### src/rtl/rle_exp_pkg.sv
`timescale 1ns/1ps
// Shared types for the run-length bit expander.
// Assumes one-byte codes; the code width is fixed here for all users.
package rle_exp_pkg;
    localparam int CODE_W = 8;

    typedef enum logic [1:0] {
        ST_SYNC,
        ST_IDLE,
        ST_RUN,
        ST_TAIL
    } seq_state_t;

    // How one code expands: a run of identical bits, then an optional closing bit.
    typedef struct packed {
        logic [CODE_W-1:0] run_len;
        logic              run_bit;
        logic              has_tail;
        logic              tail_bit;
    } code_plan_t;
endpackage

### src/rtl/rle_code_decode.sv
`timescale 1ns/1ps
// Classifies one code byte into a run length, run value and closing bit.
// Purely combinational. Assumes ONES_MAX + 2 < 2**CODE_W - 1 so that all four ranges exist.
module rle_code_decode
    import rle_exp_pkg::*;
#(
    parameter int ONES_MAX = 226
) (
    input  logic [CODE_W-1:0] code,
    output code_plan_t        plan
);
    localparam logic [CODE_W-1:0] K_ONES      = CODE_W'(ONES_MAX);
    localparam logic [CODE_W-1:0] K_ONES_OPEN = CODE_W'(ONES_MAX + 1);
    localparam logic [CODE_W-1:0] K_ZERO_BASE = CODE_W'(ONES_MAX + 2);
    localparam logic [CODE_W-1:0] K_SINGLE    = '1;

    // Range split: ones+zero, open ones, zeros+one, lone one; zero is empty.
    always_comb begin
        plan = '0;
        if (code == '0) begin
            plan = '0;
        end else if (code <= K_ONES) begin
            plan.run_len  = code;
            plan.run_bit  = 1'b1;
            plan.has_tail = 1'b1;
            plan.tail_bit = 1'b0;
        end else if (code == K_ONES_OPEN) begin
            plan.run_len  = K_ONES;
            plan.run_bit  = 1'b1;
        end else if (code != K_SINGLE) begin
            plan.run_len  = code - K_ZERO_BASE;
            plan.run_bit  = 1'b0;
            plan.has_tail = 1'b1;
            plan.tail_bit = 1'b1;
        end else begin
            plan.has_tail = 1'b1;
            plan.tail_bit = 1'b1;
        end
    end
endmodule

### src/rtl/rle_down_counter.sv
`timescale 1ns/1ps
// Loadable down counter with a flag for the final step.
// Assumes the owner never decrements at zero; load wins over decrement.
module rle_down_counter #(
    parameter int W         = 8,
    parameter int RESET_VAL = 0
) (
    input  logic         clk,
    input  logic         rst_n,
    input  logic         load,
    input  logic [W-1:0] load_val,
    input  logic         dec,
    output logic [W-1:0] count,
    output logic         at_one
);
    // Counter register: reset, load or step down.
    always_ff @(posedge clk) begin
        if (!rst_n)    count <= W'(RESET_VAL);
        else if (load) count <= load_val;
        else if (dec)  count <= count - 1'b1;
    end

    assign at_one = (count == W'(1));

    assert_no_wrap_R7: assert property (@(posedge clk) disable iff (!rst_n)
        (dec && !load) |-> (count != '0));
endmodule

### src/rtl/rle_bit_expander.sv
`timescale 1ns/1ps
// Expands compressed configuration codes into a serial bit stream.
// Sends a sync word after reset or start, then one code at a time; input is
// stalled during expansion. Assumes downstream may stall out_ready freely.
module rle_bit_expander
    import rle_exp_pkg::*;
#(
    parameter int                ONES_MAX     = 226,
    parameter int                SYNC_W       = 16,
    parameter logic [SYNC_W-1:0] SYNC_PATTERN = 16'hFF20
) (
    input  logic              clk,
    input  logic              rst_n,
    input  logic              start,
    input  logic              in_valid,
    input  logic [CODE_W-1:0] in_data,
    output logic              in_ready,
    output logic              out_valid,
    input  logic              out_ready,
    output logic              out_bit
);
    localparam int SYNC_CW = $clog2(SYNC_W + 1);

    seq_state_t         state_q, state_d;
    code_plan_t         plan;
    logic               run_bit_q, has_tail_q, tail_bit_q;
    logic               in_fire, out_fire;
    logic [SYNC_CW-1:0] sync_cnt, sync_idx;
    logic               sync_last;
    logic [CODE_W-1:0]  run_cnt;
    logic               run_last;

    rle_code_decode #(.ONES_MAX(ONES_MAX)) u_decode (
        .code (in_data),
        .plan (plan)
    );

    rle_down_counter #(.W(SYNC_CW), .RESET_VAL(SYNC_W)) u_sync_cnt (
        .clk      (clk),
        .rst_n    (rst_n),
        .load     (start),
        .load_val (SYNC_CW'(SYNC_W)),
        .dec      (out_fire && (state_q == ST_SYNC)),
        .count    (sync_cnt),
        .at_one   (sync_last)
    );

    rle_down_counter #(.W(CODE_W), .RESET_VAL(0)) u_run_cnt (
        .clk      (clk),
        .rst_n    (rst_n),
        .load     (in_fire),
        .load_val (plan.run_len),
        .dec      (out_fire && (state_q == ST_RUN)),
        .count    (run_cnt),
        .at_one   (run_last)
    );

    // Handshakes; a start pulse suppresses both.
    assign in_ready  = (state_q == ST_IDLE) && !start;
    assign in_fire   = in_valid && in_ready;
    assign out_valid = (state_q != ST_IDLE);
    assign out_fire  = out_valid && out_ready && !start;
    assign sync_idx  = sync_cnt - 1'b1;

    // Output bit selection by phase.
    always_comb begin
        case (state_q)
            ST_SYNC: out_bit = SYNC_PATTERN[sync_idx];
            ST_RUN:  out_bit = run_bit_q;
            ST_TAIL: out_bit = tail_bit_q;
            default: out_bit = 1'b0;
        endcase
    end

    // Phase sequencing.
    always_comb begin
        state_d = state_q;
        if (start) begin
            state_d = ST_SYNC;
        end else begin
            case (state_q)
                ST_SYNC: if (out_fire && sync_last) state_d = ST_IDLE;
                ST_IDLE: if (in_fire) begin
                    if (plan.run_len != '0) state_d = ST_RUN;
                    else if (plan.has_tail) state_d = ST_TAIL;
                end
                ST_RUN:  if (out_fire && run_last) state_d = has_tail_q ? ST_TAIL : ST_IDLE;
                ST_TAIL: if (out_fire) state_d = ST_IDLE;
                default: state_d = ST_IDLE;
            endcase
        end
    end

    // State register.
    always_ff @(posedge clk) begin
        if (!rst_n) state_q <= ST_SYNC;
        else        state_q <= state_d;
    end

    // Captures the bit values of the accepted code.
    always_ff @(posedge clk) begin
        if (!rst_n) begin
            run_bit_q  <= 1'b0;
            has_tail_q <= 1'b0;
            tail_bit_q <= 1'b0;
        end else if (in_fire) begin
            run_bit_q  <= plan.run_bit;
            has_tail_q <= plan.has_tail;
            tail_bit_q <= plan.tail_bit;
        end
    end

    assert_stall_hold_R8: assert property (@(posedge clk) disable iff (!rst_n)
        (out_valid && !out_ready && !start) |=> (out_valid && $stable(out_bit)));

    assert_busy_after_accept_R7: assert property (@(posedge clk) disable iff (!rst_n)
        (in_fire && (in_data != '0)) |=> !in_ready);

    assert_zero_silent_R6: assert property (@(posedge clk) disable iff (!rst_n)
        (in_fire && (in_data == '0)) |=> !out_valid);

    assert_restart_R9: assert property (@(posedge clk) disable iff (!rst_n)
        start |=> (out_valid && !in_ready && (out_bit == SYNC_PATTERN[SYNC_W-1])));
endmodule

### config.mk
export PLATFORM = sky130hd
export DESIGN_NAME = rle_bit_expander
export DESIGN_NICKNAME = d
export VERILOG_FILES = /design/src/rtl/rle_exp_pkg.sv /design/src/rtl/rle_code_decode.sv /design/src/rtl/rle_down_counter.sv /design/src/rtl/rle_bit_expander.sv
export SDC_FILE = /design/constraint.sdc
export NUM_CORES = 1
export LEC_CHECK = 0
export ABC_AREA = 1
export CORE_UTILIZATION = 55
export CTS_CLUSTER_SIZE = 14
export DETAILED_ROUTE_END_ITERATION = 10
export PLACE_DENSITY = 0.78
export SLEW_MARGIN = 40
export SYNTH_ARGS = -nofsm -noshare
export SYNTH_HDL_FRONTEND = slang
export SYNTH_SLANG_ARGS = --single-unit
### constraint.sdc
create_clock -name clk -period 3.3 [get_ports clk]
set_clock_uncertainty 0.1 [all_clocks]
set_input_delay 0.495 -clock clk [delete_from_list [all_inputs] [get_ports clk]]
set_output_delay 0.495 -clock clk [all_outputs]
set_load 0.05 [all_outputs]
==> metrics <==
Crit Path Category register to output pin; crit path launch u_sync_cnt.count[0]; clock latency on the worst-skew pair 0.31 ns; Synth Area in Compound Gates 17.0%; largest family of logic cells by synthesized area simple AND/OR/NAND/NOR gates; Syn Std Cell Area ~1500 um^2; top cell type's share of synthesized area between 20 and 25%; most frequent cells in the layout nand2_1 (47), inv_1 (32), nor2_1 (21); Synth area leader dfxtp_1; Peak VDD IR between 150 and 200 uV; GP Congestion approximately 0.94; fin nets 270; share of post-route cells with drive strength above 1 10.7%; CTS clock-pin slew for the worst setup and hold paths roughly 0.12 ns; status finished clean; multiplexer share of the synthesized area 0%; syn avg cell area 6.42 um^2; initial antenna violation count 0; Non-Filler Instances between 200 and 300; EDFF count, synth 0; post-CTS resize count 0; Fin. Hold Viols 0; Final WS setup 0.406 ns; CP Capture Point out_bit; Placeable Area roughly 2500 um^2; max cap viols 0; number of synthesized register bits 18; dpl cell area 1630 um^2; CP Capture Type output pin; vias in the first global route 1,269; Post-Synth Simple-Gate Area 34.6%; detailed-route wire length per cell 11.4 um; Final ANT Viol Nets 0; crit path time final about 2.9 ns; CTS root buffer clkbuf_4; Distinct cells, synth 30; area delta synth->final 14.6%; Initial Util roughly 58%; drt pass-1 iters 7; pwr/cell area between 200 and 300 nW/um^2; TritonCTS Buffers 3; Hold WS 0.375 ns; Leakage 0.760 nW; Post-synth ARST share 0%; Most common cell on crit path nand2_1; FF-to-FF path depth 13; largest cells by area after synthesis dfxtp_1 (25%), nand2_1 (12%), ha_1 (10%); Mapped Nets 252; largest net degree at the start of global routing 14; cell chain of the critical path inv_1 -> ha_1 -> xnor2_1 -> inv_1 -> nand2_1 -> nand2_1 -> nand2_1 -> a31oi_1 -> clkdlybuf4s50_1; GRT Resource Usage Total 25.4%; cts hold-fix bufs 0; setup tns final 0 ns; critical path required time 2.70 ns; RSZ-0062 raised after global routing no; Die Wd between 50 and 60 um; cell area after layout 1670 um^2; Yosys Warn Count 0; die area roughly 2900 um^2; Fmax 0.346 GHz; Final Power roughly 0.45 mW; # rows 18; startpoint type of the worst setup path register; slew of the pin with the lowest slew margin 0.495 ns; Synth Instances approximately 230; slowest CP cell clkdlybuf4s50_1; sequential element share of the synthesized area between 20% and 30%; Slew headroom 66.9%; Final Max Tran Viols 0; reg-to-reg startpoint state_q[1]; CTS tree done; adder-cell share of the synthesized area 10.3%; clk sinks 18; grt total ovfl 0; most common cell after layout, fill and taps aside nand2_1; worst slack, placed 0.608 ns; detailed-route via count 1,424; Total Routed Length 3120 um; Top Ports 16; first-pass GRT wire length 5270 um; Max stage delay on crit path between 0.8 and 0.9 ns; period utilization 87.7%; PortBufs 15; Setup-failing EPs final 0; via/cell ratio 5.20; Max clock buf depth 2; Ant. Diodes 0; CP top delay family buffers and inverters; WP buf/inv 3; initial drt markers 36; Placed Cells 270; Detail Placement HPWL 2460 um; CP Max Fanout 5; Fill cells about 220; Post-CTS Setup Bufs 0; HP Class register to register; post-synthesis xor/xnor area fraction about 2.4%; Post-route DRC 0; flop2flop setup slack around 1.1 ns; Die Span Y between 50 and 60 um; Synth Flop Type dfxtp_1; critical path depth 9; crit path DAT 2.30 ns; # H-tree levels 1; post-layout util 66.8%; RR Endpoint state_q[0]
-- layout make-up --
class                      instances  area, um^2  area share (%)
multi-input combinational        169         937            56.1
sequential                        18         360            21.6
timing repair buffer              15         150            9.00
inverter                          38         148            8.85
tap                               30        37.5            2.25
clock buffer                       4        36.3            2.17
-- kinds of logic (layout without fill, tap and decap cells) --
kind of cell | after synthesis | in the layout
simple gates | 107 | 107
fa+ha+maj | 12 | 12
flops | 18 | 18
xor+xnor | 4 | 4
buf+inv | 40 | 57
compound gates | 46 | 46
-- cells in the mapped netlist, types with 6 or more instances --
cell and number:
o21ai_0 16, nand3_1 16, a21oi_1 17, a31oi_1 6, ha_1 12, nor2_2 6
nor2_1 21, inv_1 32, dfxtp_1 18, nand2_1 47
-- report_power, final --
group | switching, mW | leakage [nW] | internal (mW)
sequential | 0.00179 | 0.145 | 0.220
clock | 0.0759 | 0.0210 | 0.0674
combinational | 0.0491 | 0.594 | 0.0333
-- registers in the layout, indices dropped and copies added (netlist names) --
register / cells
u_sync_cnt.count: 5
run_bit_q: 1
tail_bit_q: 1
u_run_cnt.count: 8
state_q: 2
has_tail_q: 1
-- layer usage --
metal / GRT usage, % / up-vias / part of all wire (%)
met4: 9.21 / 0 / 1.7
li1: - / 765 / -
met2: 41.3 / 45 / 44
met3: 3.45 / 6 / 5.0
met5: 0 / - / 0
met1: 33.4 / 608 / 49
-- worst reg2reg max path: stages, from the launching register on --
cell     delay, ns
dfxtp_1       0.34
inv_1         0.10
ha_1          0.24
inv_2         0.08
nor2_2        0.11
nand2_1       0.28
inv_2         0.24
o21ai_1       0.09
a21oi_1       0.11
o21ai_0       0.11
inv_2         0.07
nand2_2       0.07
nor2_1        0.13
nor2_2        0.05
-- worst min-delay path by stage --
| stage | to | cells past startpoint | startpoint |
|---|---|---|---|
| floorplan | u_sync_cnt.count[4] | 1 | u_sync_cnt.count[4] |
| global placement | run_bit_q | 2 | run_bit_q |
| detailed placement | tail_bit_q | 2 | tail_bit_q |
| CTS | tail_bit_q | 2 | tail_bit_q |
| global route | u_sync_cnt.count[4] | 1 | u_sync_cnt.count[4] |
| finish | tail_bit_q | 2 | tail_bit_q |
(Power assumes the default switching activity.)
